## src/rtl/bcd_scan_pkg.sv

```systemverilog
package bcd_scan_pkg;
  // Width of the digit selector carried from control to datapath (up to 16 digits).
  localparam int SEL_W = 4;

  typedef enum logic [1:0] {
    ST_IDLE  = 2'd0,
    ST_SCAN  = 2'd1,
    ST_BLANK = 2'd2
  } scanState_e;

  typedef struct packed {
    logic             loadResult;  // capture digits and overrange flag this edge
    logic             showDigit;   // a digit slot is being driven
    logic [SEL_W-1:0] digitSel;    // 0 = most significant digit
  } scanCtl_t;
endpackage

```

## src/rtl/bcd_scan_strobe.sv

```systemverilog
module bcd_scan_strobe (
  input  logic clk,
  input  logic rstN,
  input  logic fire,
  output logic strobeN
);
  logic riseT;
  logic fallT;

  // Toggle on the rising edge, follow on the falling edge: the two differ only
  // during the first half of the cycle after a fire, and only one flop moves at a time.
  always_ff @(posedge clk or negedge rstN) begin
    if (!rstN)     riseT <= 1'b0;
    else if (fire) riseT <= ~riseT;
  end

  always_ff @(negedge clk or negedge rstN) begin
    if (!rstN) fallT <= 1'b0;
    else       fallT <= riseT;
  end

  assign strobeN = ~(riseT ^ fallT);

  // the low phase has ended by every rising edge
  p_strobe_half_r4: assert property (@(posedge clk) disable iff (!rstN) strobeN)
    else $error("strobe still low at rising edge");
endmodule

```

## src/rtl/bcd_scan_ctrl.sv

```systemverilog
module bcd_scan_ctrl
  import bcd_scan_pkg::*;
#(
  parameter int NUM_DIGITS  = 5,
  parameter int LEAD_SLOT   = 201,
  parameter int SLOT        = 200,
  parameter int LEAD_STROBE = 101,
  parameter int STROBE_AT   = 100
) (
  input  logic                  clk,
  input  logic                  rstN,
  input  logic                  resultValid,
  input  logic                  resultOvr,
  input  logic                  refIntStart,
  output scanCtl_t              ctl,
  output logic                  strobeFire,
  output logic [NUM_DIGITS-1:0] digitEn
);
  localparam int MAX_SLOT = (LEAD_SLOT > SLOT) ? LEAD_SLOT : SLOT;
  localparam int CNT_W    = $clog2(MAX_SLOT + 1);
  localparam int PEND_W   = $clog2(NUM_DIGITS + 1);
  localparam logic [CNT_W-1:0]  LEAD_LAST = CNT_W'(LEAD_SLOT - 1);
  localparam logic [CNT_W-1:0]  STD_LAST  = CNT_W'(SLOT - 1);
  localparam logic [CNT_W-1:0]  LEAD_FIRE = CNT_W'(LEAD_STROBE - 1);
  localparam logic [CNT_W-1:0]  STD_FIRE  = CNT_W'(STROBE_AT - 1);
  localparam logic [SEL_W-1:0]  LAST_SEL  = SEL_W'(NUM_DIGITS - 1);
  localparam logic [PEND_W-1:0] PEND_FULL = PEND_W'(NUM_DIGITS);

  scanState_e        stateQ;
  logic [SEL_W-1:0]  selQ;
  logic [CNT_W-1:0]  cntQ;
  logic [PEND_W-1:0] pendQ;
  logic              ovrQ;

  logic [CNT_W-1:0] slotLast;
  logic [CNT_W-1:0] fireAt;
  logic             fire;
  logic             lastFire;
  logic             slotEnd;

  always_comb begin
    slotLast = (selQ == '0) ? LEAD_LAST : STD_LAST;
    fireAt   = (selQ == '0) ? LEAD_FIRE : STD_FIRE;
    fire     = (stateQ == ST_SCAN) && !resultValid && (pendQ != '0) && (cntQ == fireAt);
    lastFire = fire && (pendQ == PEND_W'(1));
    slotEnd  = (cntQ == slotLast);
  end

  always_ff @(posedge clk or negedge rstN) begin
    if (!rstN) begin
      stateQ <= ST_IDLE;
      selQ   <= '0;
      cntQ   <= '0;
      pendQ  <= '0;
      ovrQ   <= 1'b0;
    end else if (resultValid) begin
      stateQ <= ST_SCAN;
      selQ   <= '0;
      cntQ   <= '0;
      pendQ  <= PEND_FULL;
      ovrQ   <= resultOvr;
    end else begin
      unique case (stateQ)
        ST_SCAN: begin
          if (fire) pendQ <= pendQ - PEND_W'(1);
          if (lastFire && ovrQ) begin
            stateQ <= ST_BLANK;
            selQ   <= '0;
            cntQ   <= '0;
          end else if (slotEnd) begin
            cntQ <= '0;
            selQ <= (selQ == LAST_SEL) ? '0 : selQ + SEL_W'(1);
          end else begin
            cntQ <= cntQ + CNT_W'(1);
          end
        end
        ST_BLANK: begin
          if (refIntStart) begin
            stateQ <= ST_SCAN;
            selQ   <= '0;
            cntQ   <= '0;
          end
        end
        default: ;
      endcase
    end
  end

  always_comb begin
    ctl.loadResult = resultValid;
    ctl.showDigit  = (stateQ == ST_SCAN);
    ctl.digitSel   = selQ;
    strobeFire     = fire;
  end

  for (genvar g = 0; g < NUM_DIGITS; g++) begin : g_en
    assign digitEn[NUM_DIGITS-1-g] = (stateQ == ST_SCAN) && (selQ == SEL_W'(g));
  end

  // never more than one digit driven
  p_onehot_r2: assert property (@(posedge clk) disable iff (!rstN) $onehot0(digitEn))
    else $error("digit enables not one-hot");
  // slot counter stays inside the current slot length
  p_slot_bound_r3: assert property (@(posedge clk) disable iff (!rstN) cntQ <= slotLast)
    else $error("slot counter overran");
  // a result always restarts at the leading digit with five strobes owed
  p_restart_r9: assert property (@(posedge clk) disable iff (!rstN)
      resultValid |=> (digitEn[NUM_DIGITS-1] && cntQ == '0 && pendQ == PEND_FULL))
    else $error("result did not restart scan");
  // a blanked display stays dark until released
  p_blank_hold_r8: assert property (@(posedge clk) disable iff (!rstN)
      (stateQ == ST_BLANK && !resultValid && !refIntStart) |=> (digitEn == '0))
    else $error("blank display lit");
endmodule

```

## src/rtl/bcd_scan_data.sv

```systemverilog
module bcd_scan_data
  import bcd_scan_pkg::*;
#(
  parameter int NUM_DIGITS = 5,
  parameter int DIGIT_W    = 4
) (
  input  logic                          clk,
  input  logic                          rstN,
  input  scanCtl_t                      ctl,
  input  logic [NUM_DIGITS*DIGIT_W-1:0] resultDigits,
  input  logic                          resultOvr,
  output logic [DIGIT_W-1:0]            bcdOut
);
  localparam int BUS_W = NUM_DIGITS * DIGIT_W;

  logic [BUS_W-1:0]   digitsQ;
  logic               ovrQ;
  logic [DIGIT_W-1:0] pick;

  always_ff @(posedge clk or negedge rstN) begin
    if (!rstN) begin
      digitsQ <= '0;
      ovrQ    <= 1'b0;
    end else if (ctl.loadResult) begin
      digitsQ <= resultDigits;
      ovrQ    <= resultOvr;
    end
  end

  always_comb begin
    pick = '0;
    for (int i = 0; i < NUM_DIGITS; i++) begin
      if (ctl.digitSel == SEL_W'(i)) pick = digitsQ[(NUM_DIGITS-1-i)*DIGIT_W +: DIGIT_W];
    end
    bcdOut = (ctl.showDigit && !ovrQ) ? pick : '0;
  end

  // data only moves when the slot selection moves or a result is loaded
  p_bcd_hold_r6: assert property (@(posedge clk) disable iff (!rstN)
      ($stable(ctl.digitSel) && $stable(ctl.showDigit) && !$past(ctl.loadResult)) |-> $stable(bcdOut))
    else $error("BCD bus changed inside a slot");
endmodule

```

## src/rtl/bcd_scanner.sv

```systemverilog
module bcd_scanner
  import bcd_scan_pkg::*;
#(
  parameter int NUM_DIGITS  = 5,
  parameter int DIGIT_W     = 4,
  parameter int LEAD_SLOT   = 201,
  parameter int SLOT        = 200,
  parameter int LEAD_STROBE = 101,
  parameter int STROBE_AT   = 100
) (
  input  logic                          clk,
  input  logic                          rstN,
  input  logic                          resultValid,
  input  logic [NUM_DIGITS*DIGIT_W-1:0] resultDigits,
  input  logic                          resultOvr,
  input  logic                          refIntStart,
  output logic [NUM_DIGITS-1:0]         digitEn,
  output logic [DIGIT_W-1:0]            bcdOut,
  output logic                          strobeN
);
  scanCtl_t ctl;
  logic     strobeFire;

  bcd_scan_ctrl #(
    .NUM_DIGITS(NUM_DIGITS), .LEAD_SLOT(LEAD_SLOT), .SLOT(SLOT),
    .LEAD_STROBE(LEAD_STROBE), .STROBE_AT(STROBE_AT)
  ) u_ctrl (
    .clk(clk), .rstN(rstN), .resultValid(resultValid), .resultOvr(resultOvr),
    .refIntStart(refIntStart), .ctl(ctl), .strobeFire(strobeFire), .digitEn(digitEn)
  );

  bcd_scan_data #(.NUM_DIGITS(NUM_DIGITS), .DIGIT_W(DIGIT_W)) u_data (
    .clk(clk), .rstN(rstN), .ctl(ctl), .resultDigits(resultDigits),
    .resultOvr(resultOvr), .bcdOut(bcdOut)
  );

  bcd_scan_strobe u_strobe (.clk(clk), .rstN(rstN), .fire(strobeFire), .strobeN(strobeN));
endmodule

```

## config.mk

```make
export PLATFORM = sky130hd
export DESIGN_NAME = bcd_scanner
export DESIGN_NICKNAME = d
export VERILOG_FILES = /design/src/rtl/bcd_scan_pkg.sv /design/src/rtl/bcd_scan_strobe.sv /design/src/rtl/bcd_scan_ctrl.sv /design/src/rtl/bcd_scan_data.sv /design/src/rtl/bcd_scanner.sv
export SDC_FILE = /design/constraint.sdc
export NUM_CORES = 1
export LEC_CHECK = 0
export BUFFER_PORTS_ARGS = -buffer_cell sky130_fd_sc_hd__buf_2
export CAP_MARGIN = 20
export CORE_MARGIN = 5
export CORE_UTILIZATION = 35
export DETAILED_ROUTE_END_ITERATION = 12
export PLACE_DENSITY = 0.65
export SYNTH_ARGS = -nofsm -noshare
export SYNTH_HDL_FRONTEND = slang
export SYNTH_SLANG_ARGS = --single-unit
```

## constraint.sdc

```tcl
create_clock -name clk -period 1.93 [get_ports clk]
set_input_delay 0.386 -clock clk [delete_from_list [all_inputs] [get_ports clk]]
set_output_delay 0.386 -clock clk [all_outputs]
set_load 0.05 [all_outputs]
```

==> out/qor.yml, run 1 <==
cap_viol_max_count: 0
ctsHoldBuffers: 0
ant_nets: 0
final_layout_size_suffix_gt1_share_pct: 60.62
slew_violations: 0
syn_area_per_cell_um2: 10.77
setup_repair_after_global_routing_missed_its_margin: "true"
outcome: "complete, but fails checks"
hold_viol_final: 0
die_w_um: 88.26
layout_common_cells: "dfrtp_1 (38), buf_4 (34), buf_6 (27), buf_2 (25), mux2_2 (21)"
worstHoldPathType: "in2async"
route.vias.total: 1948
synth_enable_flop_cells: 0
vias_per_cell: 5.308
wirelength_um: 6167
fp.dieArea_um2: 7789
p_leak_nw: 1.524
yosys_most_used_dff: "dfrtp_1"
cts_tree: "yes"
die_h_um: 88.26
max_slew_margin_pct: 67.30
synth.yosys.warnings: 0
post-route-cell-area_um2: 3442
cts_root_buf: "clkbuf_8"
first_iter_violations: 63
num-nets-final: 325
yosysSeqAreaShare_pct: 46.70
num-fill-cells: 479
worst-endpoint-required_ps: 1540
number_of_antenna_violations_at_the_first_check_in_global_routing: 0
cts_bufs_inserted: 5
syn-cell-area_um2: 2143
grt_first_pass_wirelength_um: 10140
floorplan.initialDensity_pct: 36.20
routed_wire_length_per_instance_um: 16.80
clk_latency_ps: 290
post_dp_cell_area_um2: 2724
timing.critical_path.to_type: "output port"
nature_of_the_critical_path_startpoint: "flip-flop"
first_pass_iters: 4
timing.clock.skew_ps: 6.522
dp_hpwl_um: 3990
syn-instance-count: 199
final_common_cell: "dfrtp_1"
syn_nets: 232
remaining_drc_errors: 0
setup_viol: 26
htree_num_levels: 2
violations: "setup timing"
grt_overall_usage_pct: 17.11
placement.io_buffers: 34
cp.arrival_ps: 2030
postLayoutCoreUtil_pct: 58.14
ys_seq_elements: 40
place_congestion: 0.8368
clockBufferDepth: 2
ys_types: 46
placeableCoreArea_um2: 5921
cp_max_fo: 1
path_clk_slew_ps: 70
num_io_pins: 35
pwr_density_cell_nw_per_um2: 500.9
diodes: 0
critical_path_type: "reg2out"
grt_max_degree: 40
synth-async-reset-ratio_pct: 100.0
overflow: 0
irDropWorstVdd_mv: 0.3501
worst_path_setup_slack_after_routing_ps: -490.4
tritoncts_num_sinks: 40
worst-slew-pin-transition_ps: 490.5
pre_cts_slack_ps: -349.5
area.growth.synth_to_final_pct: 60.60
placementRows: 28
grt_pass1_vias: 2025
## final cells by class
type / instances / area [um2] / share of cell area [%]
inverter: 8 / 30.03 / 0.8724
sequential: 40 / 1002 / 29.12
timing repair buffer: 93 / 794.5 / 23.08
multi-input combinational: 144 / 1444 / 41.95
tap: 75 / 93.84 / 2.726
clock inverter: 1 / 5.005 / 0.1454
clock buffer: 6 / 72.57 / 2.108
## per-stage QoR
| step | cells | setup TNS (ps) | total power, mW | hold WS [ps] |
|---|---|---|---|---|
| 3_5_place_dp | 338 | -4302 | 1.162 | 490.9 |
| 5_1_grt | 367 | -10350 | 1.812 | 224.5 |
| 3_3_place_gp | 338 | -3254 | 1.157 | 488.6 |
| 6_report | 367 | -8325 | 1.724 | 165.9 |
| 4_1_cts | 357 | -6365 | 1.722 | 194.9 |
| 2_1_floorplan | 199 | -893.9 | 1.068 | 90.41 |
## path summary, 6_finish.rpt
path,depth (start not counted),slack (ps),startpoint,endpoint
min in group clk,2,320,resultDigits[10],u_data.digitsQ[10]$_DFFE_PN0P_
worst max register to register,10,-410,u_ctrl.selQ[0]$_DFFE_PN0P_,u_ctrl.cntQ[7]$_DFFE_PN0P_
worst max-delay path,2,-490,u_strobe.fallT$_DFF_NN0_,strobeN
worst min-delay path,2,170,rstN,u_ctrl.cntQ[5]$_DFFE_PN0P_
max in group asynchronous,1,1090,rstN,u_strobe.fallT$_DFF_NN0_
worst min register to register,1,510,u_data.digitsQ[5]$_DFFE_PN0P_,u_data.digitsQ[5]$_DFFE_PN0P_
## synth_stat cells (2+ instances only)
cell type,count,area share [%]
and3_1,4,1.2
o21ai_1,2,0.47
nand3b_1,2,0.70
o31ai_1,3,1.1
nand2_1,19,3.3
buf_6,2,1.1
nor2b_1,8,2.3
nand3_1,10,2.3
dfrtp_1,39,46
mux2_2,21,11
o21ai_0,4,0.93
a211o_1,2,0.82
nand4_1,2,0.58
ha_1,8,4.7
a211oi_1,3,1.1
a22o_1,3,1.2
clkbuf_1,5,0.88
a32oi_1,2,0.82
xnor2_1,4,1.6
nor2_1,11,1.9
a221oi_1,4,1.6
nor2_2,2,0.58
nor3_1,5,1.2
a31oi_1,4,1.2
nand2b_1,2,0.58
inv_1,8,1.4
## timing repair
| action | CTS | global route |
|---|---|---|
| buffers inserted | 15 | 16 |
| resized for setup | 88 | 26 |
| setup endpoints to repair | 28 | 28 |
| pin swaps | 30 | 14 |
## layer usage
layer | vias to the layer above | wire length [um] | global-route usage, %
met5 | - | 0 | 0
met4 | 0 | 135 | 6.319
met3 | 12 | 340 | 5.028
met2 | 62 | 3208 | 29.91
met1 | 954 | 2483 | 19.82
li1 | 920 | - | -
## logic make-up (layout without fill, tap and decap cells)
family,Yosys count,count (layout),share of synthesized area (%)
AO/OA/AOI/OAI,34,34,12.08
XOR/XNOR,4,4,1.634
adder cells (fa/ha/maj),8,8,4.670
buffers and inverters,15,108,3.328
flip-flops,40,40,46.70
multiplexers,24,24,13.25
AND/OR/NAND/NOR,74,74,18.33
## flip-flops by register name (all words and copies together), names as in the netlist
register / cells
u_data.digitsQ: 20
u_ctrl.cntQ: 8
u_ctrl.selQ: 4
u_ctrl.pendQ: 3
u_ctrl.stateQ: 2
u_data.ovrQ: 1
u_strobe.fallT: 1
u_strobe.riseT: 1
## critical path, cell delays in order, from the launching register on
cell and delay (ps):
dfrtn_1 480, xnor2_4 130, buf_6 170
## where the power goes
group          switching, mW  internal (mW)
registers             0.0436          0.887
logic                  0.132          0.143
clock network          0.273          0.246
(Power assumes the default switching activity.)
==> inputs of run 2 (changes only) <==
Settings changed: CORE_UTILIZATION 35 to 50, PLACE_DENSITY 0.65 to 0.76.
==> run 2 against run 1 <==
The flow still finishes with violations (setup timing). Final cell count is 6.8% lower. Via count increased by 8.2%. Non-clock buffer count fell by 1. Global-route usage up 7.4 points. Cell area is essentially flat. Register-to-register slack gained 30 ps. Largest power group unchanged. Highest routed layer unchanged.
==> out/qor.yml, run 2 (same netlist as run 1, synthesis figures left out) <==
worst-endpoint-required_ps: 1540  # about the same
grt_overall_usage_pct: 24.49  # was 17.11%
cap_viol_max_count: 0  # unchanged
sequential_cell_area_um2: 1002  # unchanged
pwr_density_cell_nw_per_um2: 558.6  # was 500.9 nW/um2
area.growth.synth_to_final_pct: 60.71  # was 60.60%
route.vias.total: 2108  # was 1948
cts_bufs_inserted: 5  # unchanged
hold_viol_final: 0  # unchanged
regToRegStartpoint: "u_ctrl.selQ[0]$_DFFE_PN0P_"  # unchanged
die_w_um: 75.47  # was 88.26 um
timing.critical_path.to_type: "output port"  # unchanged
ant_nets: 0  # unchanged
max_flop_register: "u_data.digitsQ"  # unchanged
clockBufferDepth: 2  # unchanged
routed_wire_length_per_instance_um: 20.62  # was 16.80 um
tritoncts_num_sinks: 40  # unchanged
placement.io_buffers: 34  # unchanged
vias_per_cell: 6.164  # was 5.308
totalPowerFinal_mw: 1.924  # was 1.724 mW
dp_hpwl_um: 3967  # was 3990 um
largest_reg_flops: 20  # unchanged
remaining_drc_errors: 0  # unchanged
timing.clock.skew_ps: 9.028  # was 6.522 ps
worst-slew-pin-transition_ps: 494.8  # was 490.5 ps
placeableCoreArea_um2: 4086  # was 5921 um2
final_common_cell: "dfrtp_1"  # unchanged
p_leak_nw: 1.534  # was 1.524 nW
top_regs: "u_data.digitsQ x20, u_ctrl.cntQ x8, u_ctrl.selQ x4"  # unchanged
worstHoldPathType: "in2async"  # unchanged
multi_input_area_um2: 1460  # was 1444 um2
cts_tree: "yes"  # unchanged
place_congestion: 0.8005  # was 0.8368
htree_num_levels: 2  # unchanged
placementRows: 23  # was 28
finalSetupTns_ps: -6872  # was -8325 ps
final_layout_size_suffix_gt1_share_pct: 61.99  # was 60.62%
diodes: 0  # unchanged
number_of_antenna_violations_at_the_first_check_in_global_routing: 0  # unchanged
setup_viol: 25  # was 26
worst_path_setup_slack_after_routing_ps: -516.8  # was -490.4 ps
floorplan.initialDensity_pct: 52.45  # was 36.20%
num_io_pins: 35  # unchanged
fp.dieArea_um2: 5696  # was 7789 um2
first_pass_iters: 5  # was 4
overflow: 0  # unchanged
grt_first_pass_wirelength_um: 10220  # was 10140 um
slew_violations: 0  # unchanged
wirelength_um: 7052  # was 6167 um
irDropWorstVdd_mv: 0.5354  # was 0.3501 mV
ff2ff_path_depth: 7  # was 10
outcome: "complete, but fails checks"  # unchanged
num-nets-final: 324  # was 325
die_h_um: 75.47  # was 88.26 um
clk_latency_ps: 310  # was 290 ps
critical_path_type: "reg2out"  # unchanged
max_slew_margin_pct: 67.01  # was 67.30%
worst-r2r-setup-slack_ps: -380  # was -410 ps
cp_max_fo: 1  # unchanged
timing.hold.ws_ps: 195.0  # was 165.9 ps
setup_repair_after_global_routing_missed_its_margin: "true"  # unchanged
path_clk_slew_ps: 80  # was 70 ps
first_iter_violations: 301  # was 63
cp.arrival_ps: 2060  # was 2030 ps
grt_pass1_vias: 2032  # was 2025
nature_of_the_critical_path_startpoint: "flip-flop"  # unchanged
grt_max_degree: 40  # unchanged
r2r_end: "u_ctrl.cntQ[2]$_DFFE_PN0P_"  # was u_ctrl.cntQ[7]$_DFFE_PN0P_
violations: "setup timing"  # unchanged
layout_common_cells: "dfrtp_1 (38), buf_4 (37), buf_6 (25), buf_2 (24), mux2_2 (21)"  # was dfrtp_1 (38), buf_4 (34), buf_6 (27), buf_2 (25), mux2_2 (21)
num-fill-cells: 193  # was 479
cts_root_buf: "clkbuf_8"  # unchanged
[run 2: cell count changes in the layout (fill, tap and decap cells not counted), moves of 2 or more]
cell | previous run | this run
buf_4 | 34 | 37
buf_6 | 27 | 25
inv_2 | 2 | 0
inv_4 | 0 | 2
nor3_2 | 0 | 2
o21ai_1 | 3 | 1
o21ai_2 | 3 | 5
[run 2: layout make-up]
| class | count | area share [%] |
|---|---|---|
| inverters | 8 | 1.017 |
| clock buffers | 5 | 1.998 |
| repair buffers | 92 | 22.34 |
| clock inverters | 3 | 1.344 |
| flip-flops and latches | 40 | 29.10 |
| well taps | 50 | 1.816 |
| multi-input cells | 144 | 42.39 |
[run 2: worst max-delay path by stage]
stage | cells past startpoint | start | endpoint | slack, ps
after floorplan | 7 | u_ctrl.selQ[0]$_DFFE_PN0P_ | bcdOut[2] | -170
after global placement | 2 | u_strobe.fallT$_DFF_NN0_ | strobeN | -270
after detailed placement | 2 | u_strobe.fallT$_DFF_NN0_ | strobeN | -280
after CTS | 2 | u_strobe.fallT$_DFF_NN0_ | strobeN | -520
after global routing | 2 | u_strobe.fallT$_DFF_NN0_ | strobeN | -540
final | 2 | u_strobe.fallT$_DFF_NN0_ | strobeN | -520
[run 2: what timing repair did]
item / CTS / global route
gates resized for setup: 67 / 46
endpoints found under the setup margin: 27 / 28
hold buffers: 0 / 0
setup buffers: 4 / 16
pin swaps: 17 / 30
[run 2: power breakdown]
group          switching (mW)  total (mW)  internal, mW
combinational           0.144       0.286         0.142
clock                   0.318       0.708         0.389
sequential             0.0438       0.931         0.887
[run 2: routing by layer]
layer	wire length (um)	part of all wire (%)	track usage, %	vias up
li1	-	-	-	928
met1	2925	41	32.60	1055
met2	3491	50	40.27	107
met3	476	6.7	5.013	18
met4	158	2.2	7.767	0
met5	0	0	0	-
[run 2: stage by stage]
step	setup WS [ps]	cell area, um2	utilization, %	instances
floorplan	-174.6	2223	-	199
global placement	-265.5	2738	66.99	319
detailed placement	-275.7	2738	66.99	319
CTS	-515.6	3158	77.28	331
global route	-544.6	3445	84.29	342
finish	-516.8	3445	84.29	342
[run 2: critical path, cell delays in order (launching register included)]
cell     delay (ps)
dfrtn_1         480
xnor2_4         130
buf_6           170
